--- config.mk ---
export PLATFORM = sky130hd
export DESIGN_NAME = iowin_xlate
export DESIGN_NICKNAME = d
export VERILOG_FILES = /design/src/rtl/iowin_pkg.sv /design/src/rtl/iowin_decode.sv /design/src/rtl/iowin_remap.sv /design/src/rtl/iowin_fsm.sv /design/src/rtl/iowin_xlate.sv
export SDC_FILE = /design/constraint.sdc
export NUM_CORES = 1
export LEC_CHECK = 0
export BUFFER_PORTS_ARGS = -buffer_cell sky130_fd_sc_hd__buf_2
export CAP_MARGIN = 10
export CORE_UTILIZATION = 40
export CTS_CLUSTER_DIAMETER = 120
export CTS_CLUSTER_SIZE = 14
export DETAILED_ROUTE_END_ITERATION = 6
export HOLD_SLACK_MARGIN = 0.12
export PLACE_DENSITY = 0.9
export SYNTH_ARGS = -nofsm -noshare
export SYNTH_HDL_FRONTEND = slang
export SYNTH_SLANG_ARGS = --single-unit
--- constraint.sdc ---
create_clock -name clk -period 1.8 [get_ports clk]
set_input_delay 0.36 -clock clk [delete_from_list [all_inputs] [get_ports clk]]
set_output_delay 0.36 -clock clk [all_outputs]
set_load 0.05 [all_outputs]
--- src/rtl/iowin_pkg.sv ---
package iowin_pkg;

    typedef enum logic [1:0] {
        ST_IDLE = 2'd0,
        ST_HIT  = 2'd1,
        ST_MISS = 2'd2
    } xl_state_e;

endpackage

--- src/rtl/iowin_decode.sv ---
module iowin_decode #(
    parameter int unsigned         ADDR_W   = 32,
    parameter int unsigned         WIN_LOG2 = 23,
    parameter logic [ADDR_W-1:0]   WIN_BASE = 32'h8000_0000
) (
    input  logic [ADDR_W-1:0]   addr,
    output logic                in_win,
    output logic [WIN_LOG2-1:0] offset
);
    localparam int unsigned TAG_W = ADDR_W - WIN_LOG2;
    localparam logic [TAG_W-1:0] BASE_TAG = WIN_BASE[ADDR_W-1:WIN_LOG2];

    always_comb begin
        in_win = (addr[ADDR_W-1:WIN_LOG2] == BASE_TAG);
        offset = addr[WIN_LOG2-1:0];
    end
endmodule

--- src/rtl/iowin_remap.sv ---
module iowin_remap #(
    parameter int unsigned WIN_LOG2  = 23,
    parameter int unsigned PAGE_LOG2 = 12,
    parameter int unsigned LOW_W     = 5,
    parameter int unsigned PORT_W    = 16
) (
    input  logic [WIN_LOG2-1:0] offset,
    input  logic                sparse,
    output logic [PORT_W-1:0]   port
);
    localparam int unsigned HIGH_W = WIN_LOG2 - PAGE_LOG2;

    logic [PORT_W-1:0] flat_port;
    logic [PORT_W-1:0] sparse_port;

    for (genvar i = 0; i < PORT_W; i++) begin : g_bit
        if (i < WIN_LOG2) begin : g_flat
            assign flat_port[i] = offset[i];
        end else begin : g_flat_pad
            assign flat_port[i] = 1'b0;
        end

        if (i < LOW_W) begin : g_low
            assign sparse_port[i] = offset[i];
        end else if (i < LOW_W + HIGH_W) begin : g_high
            assign sparse_port[i] = offset[i - LOW_W + PAGE_LOG2];
        end else begin : g_pad
            assign sparse_port[i] = 1'b0;
        end
    end

    always_comb begin
        port = sparse ? sparse_port : flat_port;
    end
endmodule

--- src/rtl/iowin_fsm.sv ---
module iowin_fsm
    import iowin_pkg::*;
#(
    parameter int unsigned PORT_W = 16,
    parameter int unsigned BE_W   = 4
) (
    input  logic              clk,
    input  logic              rst_n,
    input  logic              req_vld,
    input  logic              in_win,
    input  logic [PORT_W-1:0] xl_port,
    input  logic [BE_W-1:0]   req_be,
    output logic              rsp_vld,
    output logic              rsp_hit,
    output logic              port_stb,
    output logic [PORT_W-1:0] port_addr,
    output logic [BE_W-1:0]   port_be
);
    xl_state_e         state_q, state_d;
    logic [PORT_W-1:0] addr_q;
    logic [BE_W-1:0]   be_q;

    always_comb begin
        state_d = ST_IDLE;
        unique case (state_q)
            ST_IDLE, ST_HIT, ST_MISS: begin
                if (!req_vld)     state_d = ST_IDLE;
                else if (in_win)  state_d = ST_HIT;
                else              state_d = ST_MISS;
            end
            default: state_d = ST_IDLE;
        endcase
    end

    always_ff @(posedge clk) begin
        if (!rst_n) begin
            state_q <= ST_IDLE;
        end else begin
            state_q <= state_d;
        end
    end

    always_ff @(posedge clk) begin
        if (!rst_n) begin
            addr_q <= '0;
            be_q   <= '0;
        end else if (req_vld && in_win) begin
            addr_q <= xl_port;
            be_q   <= req_be;
        end else begin
            addr_q <= '0;
            be_q   <= '0;
        end
    end

    always_comb begin
        rsp_vld   = 1'b0;
        rsp_hit   = 1'b0;
        unique case (state_q)
            ST_IDLE: begin
                rsp_vld = 1'b0;
                rsp_hit = 1'b0;
            end
            ST_HIT: begin
                rsp_vld = 1'b1;
                rsp_hit = 1'b1;
            end
            ST_MISS: begin
                rsp_vld = 1'b1;
                rsp_hit = 1'b0;
            end
            default: begin
                rsp_vld = 1'b0;
                rsp_hit = 1'b0;
            end
        endcase
        port_stb  = rsp_vld && rsp_hit;
        port_addr = addr_q;
        port_be   = be_q;
    end

    p_resp_follows_req_r5: assert property (@(posedge clk) disable iff (!rst_n)
        req_vld |=> rsp_vld);
    p_idle_after_gap_r9: assert property (@(posedge clk) disable iff (!rst_n)
        !req_vld |=> (!rsp_vld && port_addr == '0 && port_be == '0));
    p_miss_quiet_r4: assert property (@(posedge clk) disable iff (!rst_n)
        (req_vld && !in_win) |=> (!port_stb && port_addr == '0 && port_be == '0));
    p_be_pass_r6: assert property (@(posedge clk) disable iff (!rst_n)
        (req_vld && in_win) |=> (port_stb && port_be == $past(req_be)));
endmodule

--- src/rtl/iowin_xlate.sv ---
module iowin_xlate #(
    parameter int unsigned       ADDR_W    = 32,
    parameter int unsigned       WIN_LOG2  = 23,
    parameter logic [ADDR_W-1:0] WIN_BASE  = 32'h8000_0000,
    parameter int unsigned       PAGE_LOG2 = 12,
    parameter int unsigned       LOW_W     = 5,
    parameter int unsigned       PORT_W    = 16,
    parameter int unsigned       BE_W      = 4
) (
    input  logic              clk,
    input  logic              rst_n,
    input  logic              req_vld,
    input  logic [ADDR_W-1:0] req_addr,
    input  logic [BE_W-1:0]   req_be,
    input  logic              map_sparse,
    output logic              rsp_vld,
    output logic              rsp_hit,
    output logic              port_stb,
    output logic [PORT_W-1:0] port_addr,
    output logic [BE_W-1:0]   port_be
);
    localparam int unsigned TAG_W = ADDR_W - WIN_LOG2;

    logic                in_win;
    logic [WIN_LOG2-1:0] offset;
    logic [PORT_W-1:0]   xl_port;

    iowin_decode #(
        .ADDR_W   (ADDR_W),
        .WIN_LOG2 (WIN_LOG2),
        .WIN_BASE (WIN_BASE)
    ) u_decode (
        .addr   (req_addr),
        .in_win (in_win),
        .offset (offset)
    );

    iowin_remap #(
        .WIN_LOG2  (WIN_LOG2),
        .PAGE_LOG2 (PAGE_LOG2),
        .LOW_W     (LOW_W),
        .PORT_W    (PORT_W)
    ) u_remap (
        .offset (offset),
        .sparse (map_sparse),
        .port   (xl_port)
    );

    iowin_fsm #(
        .PORT_W (PORT_W),
        .BE_W   (BE_W)
    ) u_fsm (
        .clk       (clk),
        .rst_n     (rst_n),
        .req_vld   (req_vld),
        .in_win    (in_win),
        .xl_port   (xl_port),
        .req_be    (req_be),
        .rsp_vld   (rsp_vld),
        .rsp_hit   (rsp_hit),
        .port_stb  (port_stb),
        .port_addr (port_addr),
        .port_be   (port_be)
    );

    p_window_hit_r1: assert property (@(posedge clk) disable iff (!rst_n)
        (req_vld && req_addr[ADDR_W-1:WIN_LOG2] == WIN_BASE[ADDR_W-1:WIN_LOG2])
        |=> (rsp_hit && port_stb));
    p_flat_map_r2: assert property (@(posedge clk) disable iff (!rst_n)
        (req_vld && !map_sparse && req_addr[ADDR_W-1:WIN_LOG2] == WIN_BASE[ADDR_W-1:WIN_LOG2])
        |=> (port_addr[LOW_W-1:0] == $past(req_addr[LOW_W-1:0])));
    p_sparse_low_r3: assert property (@(posedge clk) disable iff (!rst_n)
        (req_vld && map_sparse && req_addr[ADDR_W-1:WIN_LOG2] == WIN_BASE[ADDR_W-1:WIN_LOG2])
        |=> (port_addr[LOW_W-1:0] == $past(req_addr[LOW_W-1:0])));
    p_outside_r4: assert property (@(posedge clk) disable iff (!rst_n)
        (req_vld && req_addr[ADDR_W-1:WIN_LOG2] != WIN_BASE[ADDR_W-1:WIN_LOG2])
        |=> (rsp_vld && !rsp_hit));
    p_stb_hit_r1: assert property (@(posedge clk) disable iff (!rst_n)
        port_stb |-> $past(req_vld));
endmodule

# Word level (Yosys, flattened, before mapping)
# Index checks and enable logic that the tools add are counted.
# word_totals
in_bits,40
register_bits,22
word_cells,17
out_inout_bits,23
# classes
eq_ne,3
mux,4
n_reduce_logical,7
# op_table
cell,n
$mux 16,1
$eq 9x9->1 const B,1
$reduce_and 3->1,1
$reduce_or 3->1,1
$eq 2x1->1 const B,1
$eq 2x2->1 const B,1
$logic_and 1x1->1,2
$logic_not 2->1,1
$mux 1,2
$mux 2,1
$reduce_and 2->1,1
$reduce_or 2->1,1

# Longest topological paths before layout
# logic_depth
depth_word,4
ltp_mapped,4
depth_no_buf,3

# Hierarchy
# Synthesis repeated with hierarchy kept, for this count alone.
# hier_totals
hier_cells,98
area_unflattened_um2,1129.8
# modules_own_cells
mod,cells_per_inst,instances,area_per_inst_um2
iowin_fsm,55,1,718.2
iowin_remap,17,1,210.2
iowin_decode,26,1,201.4

# Least setup slack after synthesis
# No wires, ideal clock.
# synth_path
kind,reg2out
from,register u_fsm.state_q[1]
to,output rsp_hit
n_path_buf,1
arrival_time_ns,1.085
t_required_ns,1.440
path_slack_ns,0.355
stages_incl_launch_ff,4
cell_sequence,dfxtp_1 inv_1 ha_1 buf_4
# synth_between
elab_chain_cells,2
# synth_lines
item,line_no,text
"start, declared",iowin_fsm.sv:19,"xl_state_e state_q, state_d;"
"start signal, assigned",iowin_fsm.sv:39,state_q <= state_d;
$eq 2x1->1,iowin_fsm.sv:59,unique case (state_q)
$mux 1,iowin_fsm.sv:59,
"end, declared",iowin_xlate.sv:17,"output logic rsp_hit,"
# Every way passes these cells.

# Final worst setup path
# layout_path
from,register u_fsm.state_q[1]
to,output rsp_vld
# layout_between
elab_chain_cells,3
elab_cells_between_ends,4
classes_between,2 x eq/ne; 1 x mux; 1 x reduce/logical
# layout_lines
item,line_no,text
$eq 2x2->1 or $eq 2x1->1 (tied branches),iowin_fsm.sv:59,
$reduce_or 2->1 (no source line) *,--,
$mux 1 *,iowin_fsm.sv:59,
"end, declared",iowin_xlate.sv:16,"output logic rsp_vld,"
# Every way passes the cells marked *; elsewhere a longest branch is shown, timed or not.

==> impl_summary.txt <==
----------------------------------------------------
[Power]
  VDD IR-drop max ... 0.313 mV
  Total power ... 0.840 mW
  Static Leakage ... 0.662 nW
  Power density relative to cell area ... 703 nW/um^2

[Worst setup path]
  Critical register-to-register path startpoint ... u_fsm.state_q[0]
  Signal arrival time at the worst endpoint ... 1.23 ns
  Crit path max-delay cell type ... dfxtp_1
  Crit-path most repeated cell ... inv_1
  Maximum fanout along the worst path ... 2
  Delay-heaviest family, CP ... flip-flops
  Crit path buffers/inverters ... 3
  Sort of element at the start of the critical path ... register
  Cell-by-cell listing of the critical path ... inv_1 > ha_1 > inv_1 > buf_2
  Reg2reg setup slack ... 0.99 ns
  Capture point of the worst reg-to-reg path ... u_fsm.state_q[1]
  CP required ... 1.44 ns
  CP peak stage delay ... 0.34 ns
  Cells on worst reg2reg path ... 2
  Category of the critical setup timing path ... reg2out
  Type of destination of the critical path ... output port

[Global routing]
  Number of global-route vias before repair ... 615
  Global-route wire length before repair ... 2480 um
  Global-route usage over all layers ... 15.6%
  Pin count of the biggest net entering global routing ... 14
  Total congestion overflow after global routing ... 0
  Initial antenna violation count ... 0

[Die]
  Initial Util ... 43.2%
  DIE AREA ... 2330 sq um
  Core Footprint ... 1980 sq um
  Number of placement rows ... 16
  Horiz. Die Dim ... 48.3 um
  Number of I/O pins ... 63
  DIE HEIGHT ... 48.3 um

[Synthesis]
  Adder-cell share of the synthesized area ... 2.92%
  Netlist cell types ... 18
  Sequential share of the synthesized area ... 51.4%
  Simple-Gate Fraction of Synth Area ... 27.0%
  Proportion of synthesized area in mux cells ... 12.8%
  Post-Syn Instances ... 73
  Number of synthesis warnings ... 0
  Avg Synthesized Cell Area ... 11.7 sq um
  Area fraction in compound gates after synthesis ... 0%
  Combined area of all synthesized cells ... 857 sq um
  Post-synthesis xor/xnor area fraction ... 0%
  Net count after synthesis ... 115
  Count of state elements after synthesis ... 22
  Dominant combinational cell family by area after synthesis ... simple AND/OR/NAND/NOR gates

[Route]
  Via density per instance ... 4.58
  Total Routed Length ... 1790 um
  1st-iter DRT viols ... 1
  Wire per inst ... 11.2 um
  Routed via count ... 733
  First-pass iteration count of the detailed router ... 2
  Remaining DRCs ... 0
  Antenna violation net count after detailed routing ... 0

[Cells and area]
  Proportion of layout cells with a drive suffix above 1 ... 60.2%
  Post-layout instance area ... 1190 sq um
  Antenna Diode Count ... 0
  Fill count ... 187
  Post-route insts no fill ... 160
  FF+latch area ... 440 sq um
  Area growth, synth to finish ... 39.4%
  Combined area of the multi-input logic cells ... 367 sq um
  Fin nets ... 176
  Post-layout utilization of the core ... 60.3%

[Placement]
  Weighted congestion reported at the end of routability-driven placement ... 0.669
  Count of buffers inserted at the top-level ports ... 62
  Placed inst area ... 1160 sq um
  Half-perimeter wire length after placement ... 1440 um
  # placed instances ... 156
  Post-Place Setup Slack ... 0.303 ns

[Clock network]
  Clock sink count ... 22
  Insertion delay of the later-clocked pin in the worst-skew pair ... 0.29 ns
  H-tree depth ... 1
  TritonCTS clock tree ... yes
  Number of buffers inserted by hold repair at cts ... 0
  Total clock buffers created by CTS ... 3
  PostCTS Resize Cnt ... 0
  Number of setup buffers added after CTS ... 0
  Clock slew seen by the registers of the worst setup and hold paths ... 0.11 ns
  Clk Tree Root Cell ... clkbuf_4
  CTS max path bufs ... 2

[STA]
  Worst clock skew on the final layout ... 0.000531 ns
  Final Hold Violating Endpoints ... 0
  Final slew viol count ... 0
  Post-Route Hold Slack ... 0.281 ns
  Max_slew headroom ... 59.3%
  Peak Freq ... 629 MHz
  Final critical-path required period ... 1.59 ns
  Worst path setup slack after routing ... 0.211 ns
  Worst-margin pin slew ... 0.609 ns
  Unrepaired setup endpoints after global routing ... no
  Fin crit share ... 88.3%
  Post-Route Setup TNS ... 0 ns
  Number of setup violations in the final report ... 0

[Status]
  Outcome ... complete, no violations

[Hold path]
  Hold Crit Endpoint ... u_fsm.port_addr[0]
  Hold path cells ... 2
  Startpoint of the lowest-slack hold path ... req_addr[0]
  Worst hold path class ... in2reg

[Run]
  Count of max-cap constraint violations ... 0

----------------------------------------------------
==> registers in the layout, indices dropped and copies added, names as in the netlist <==
signal,flops
u_fsm.state_q,2
u_fsm.port_addr,16
u_fsm.port_be,4
==> how the worst max path moves through the flow <==
stage	from	end	depth (start not counted)
6_report	u_fsm.state_q[1]	rsp_vld	4
2_1_floorplan	u_fsm.state_q[1]	rsp_hit	3
4_1_cts	u_fsm.state_q[1]	rsp_vld	4
3_5_place_dp	req_addr[24]	u_fsm.port_addr[10]	4
5_1_grt	u_fsm.state_q[1]	rsp_vld	4
3_3_place_gp	req_addr[24]	u_fsm.port_addr[6]	4
==> synthesized netlist by cell type <==
cell type / count / area share (%)
dfxtp_1: 22 / 51
mux2i_1: 11 / 13
nor3_2: 11 / 13
and3_1: 9 / 6.6
buf_4: 3 / 2.6
nor3_1: 3 / 1.8
ha_1: 2 / 2.9
inv_1: 2 / 0.88
and2_1: 1 / 0.73
and4_1: 1 / 1.0
buf_1: 1 / 0.44
buf_2: 1 / 0.58
buf_6: 1 / 1.3
nand2_1: 1 / 0.44
nand4_2: 1 / 1.5
nor2_1: 1 / 0.44
nor2_2: 1 / 0.73
nor2b_2: 1 / 1.0
==> power breakdown <==
| part | internal (mW) | switching [mW] | leakage (nW) |
|---|---|---|---|
| sequential | 0.488 | 0.000552 | 0.177 |
| combinational | 0.0464 | 0.0445 | 0.463 |
| clock | 0.123 | 0.138 | 0.0210 |
==> placed cells by master (no fill, tap or decap), types with 2 or more instances in the layout <==
master and instances:
and3_1 9, mux2i_1 11, inv_1 2, buf_2 62, ha_1 2, dfxtp_1 22, nor3_1 3, clkbuf_4 3
nor3_2 11
==> cell families (layout without fill, tap and decap cells) <==
family	after synthesis	in the layout
simple gates	30	30
flops	22	22
mux	11	11
buf+inv	8	68
fa+ha+maj	2	2
==> layer usage <==
layer | GRT usage (%) | part of all wire (%)
met1 | 18.2 | 37
met2 | 26.1 | 57
met3 | 1.85 | 4.5
met4 | 11.7 | 1.6
met5 | 0 | 0
==> worst reg2reg max path, delay by kind of cell, from the launching register on <==
family        cells  cell delay, ns
flops             1            0.33
fa+ha+maj         1            0.23
simple gates      1            0.18
==> final cells by class <==
| cell class | count | share of cell area, % |
|---|---|---|
| tap | 27 | 2.83 |
| inverter | 2 | 0.628 |
| multi-input combinational | 43 | 30.7 |
| timing repair buffer | 62 | 26.0 |
| clock buffer | 4 | 3.04 |
| sequential | 22 | 36.9 |
Note: power is estimated with default switching activity, not from simulation.
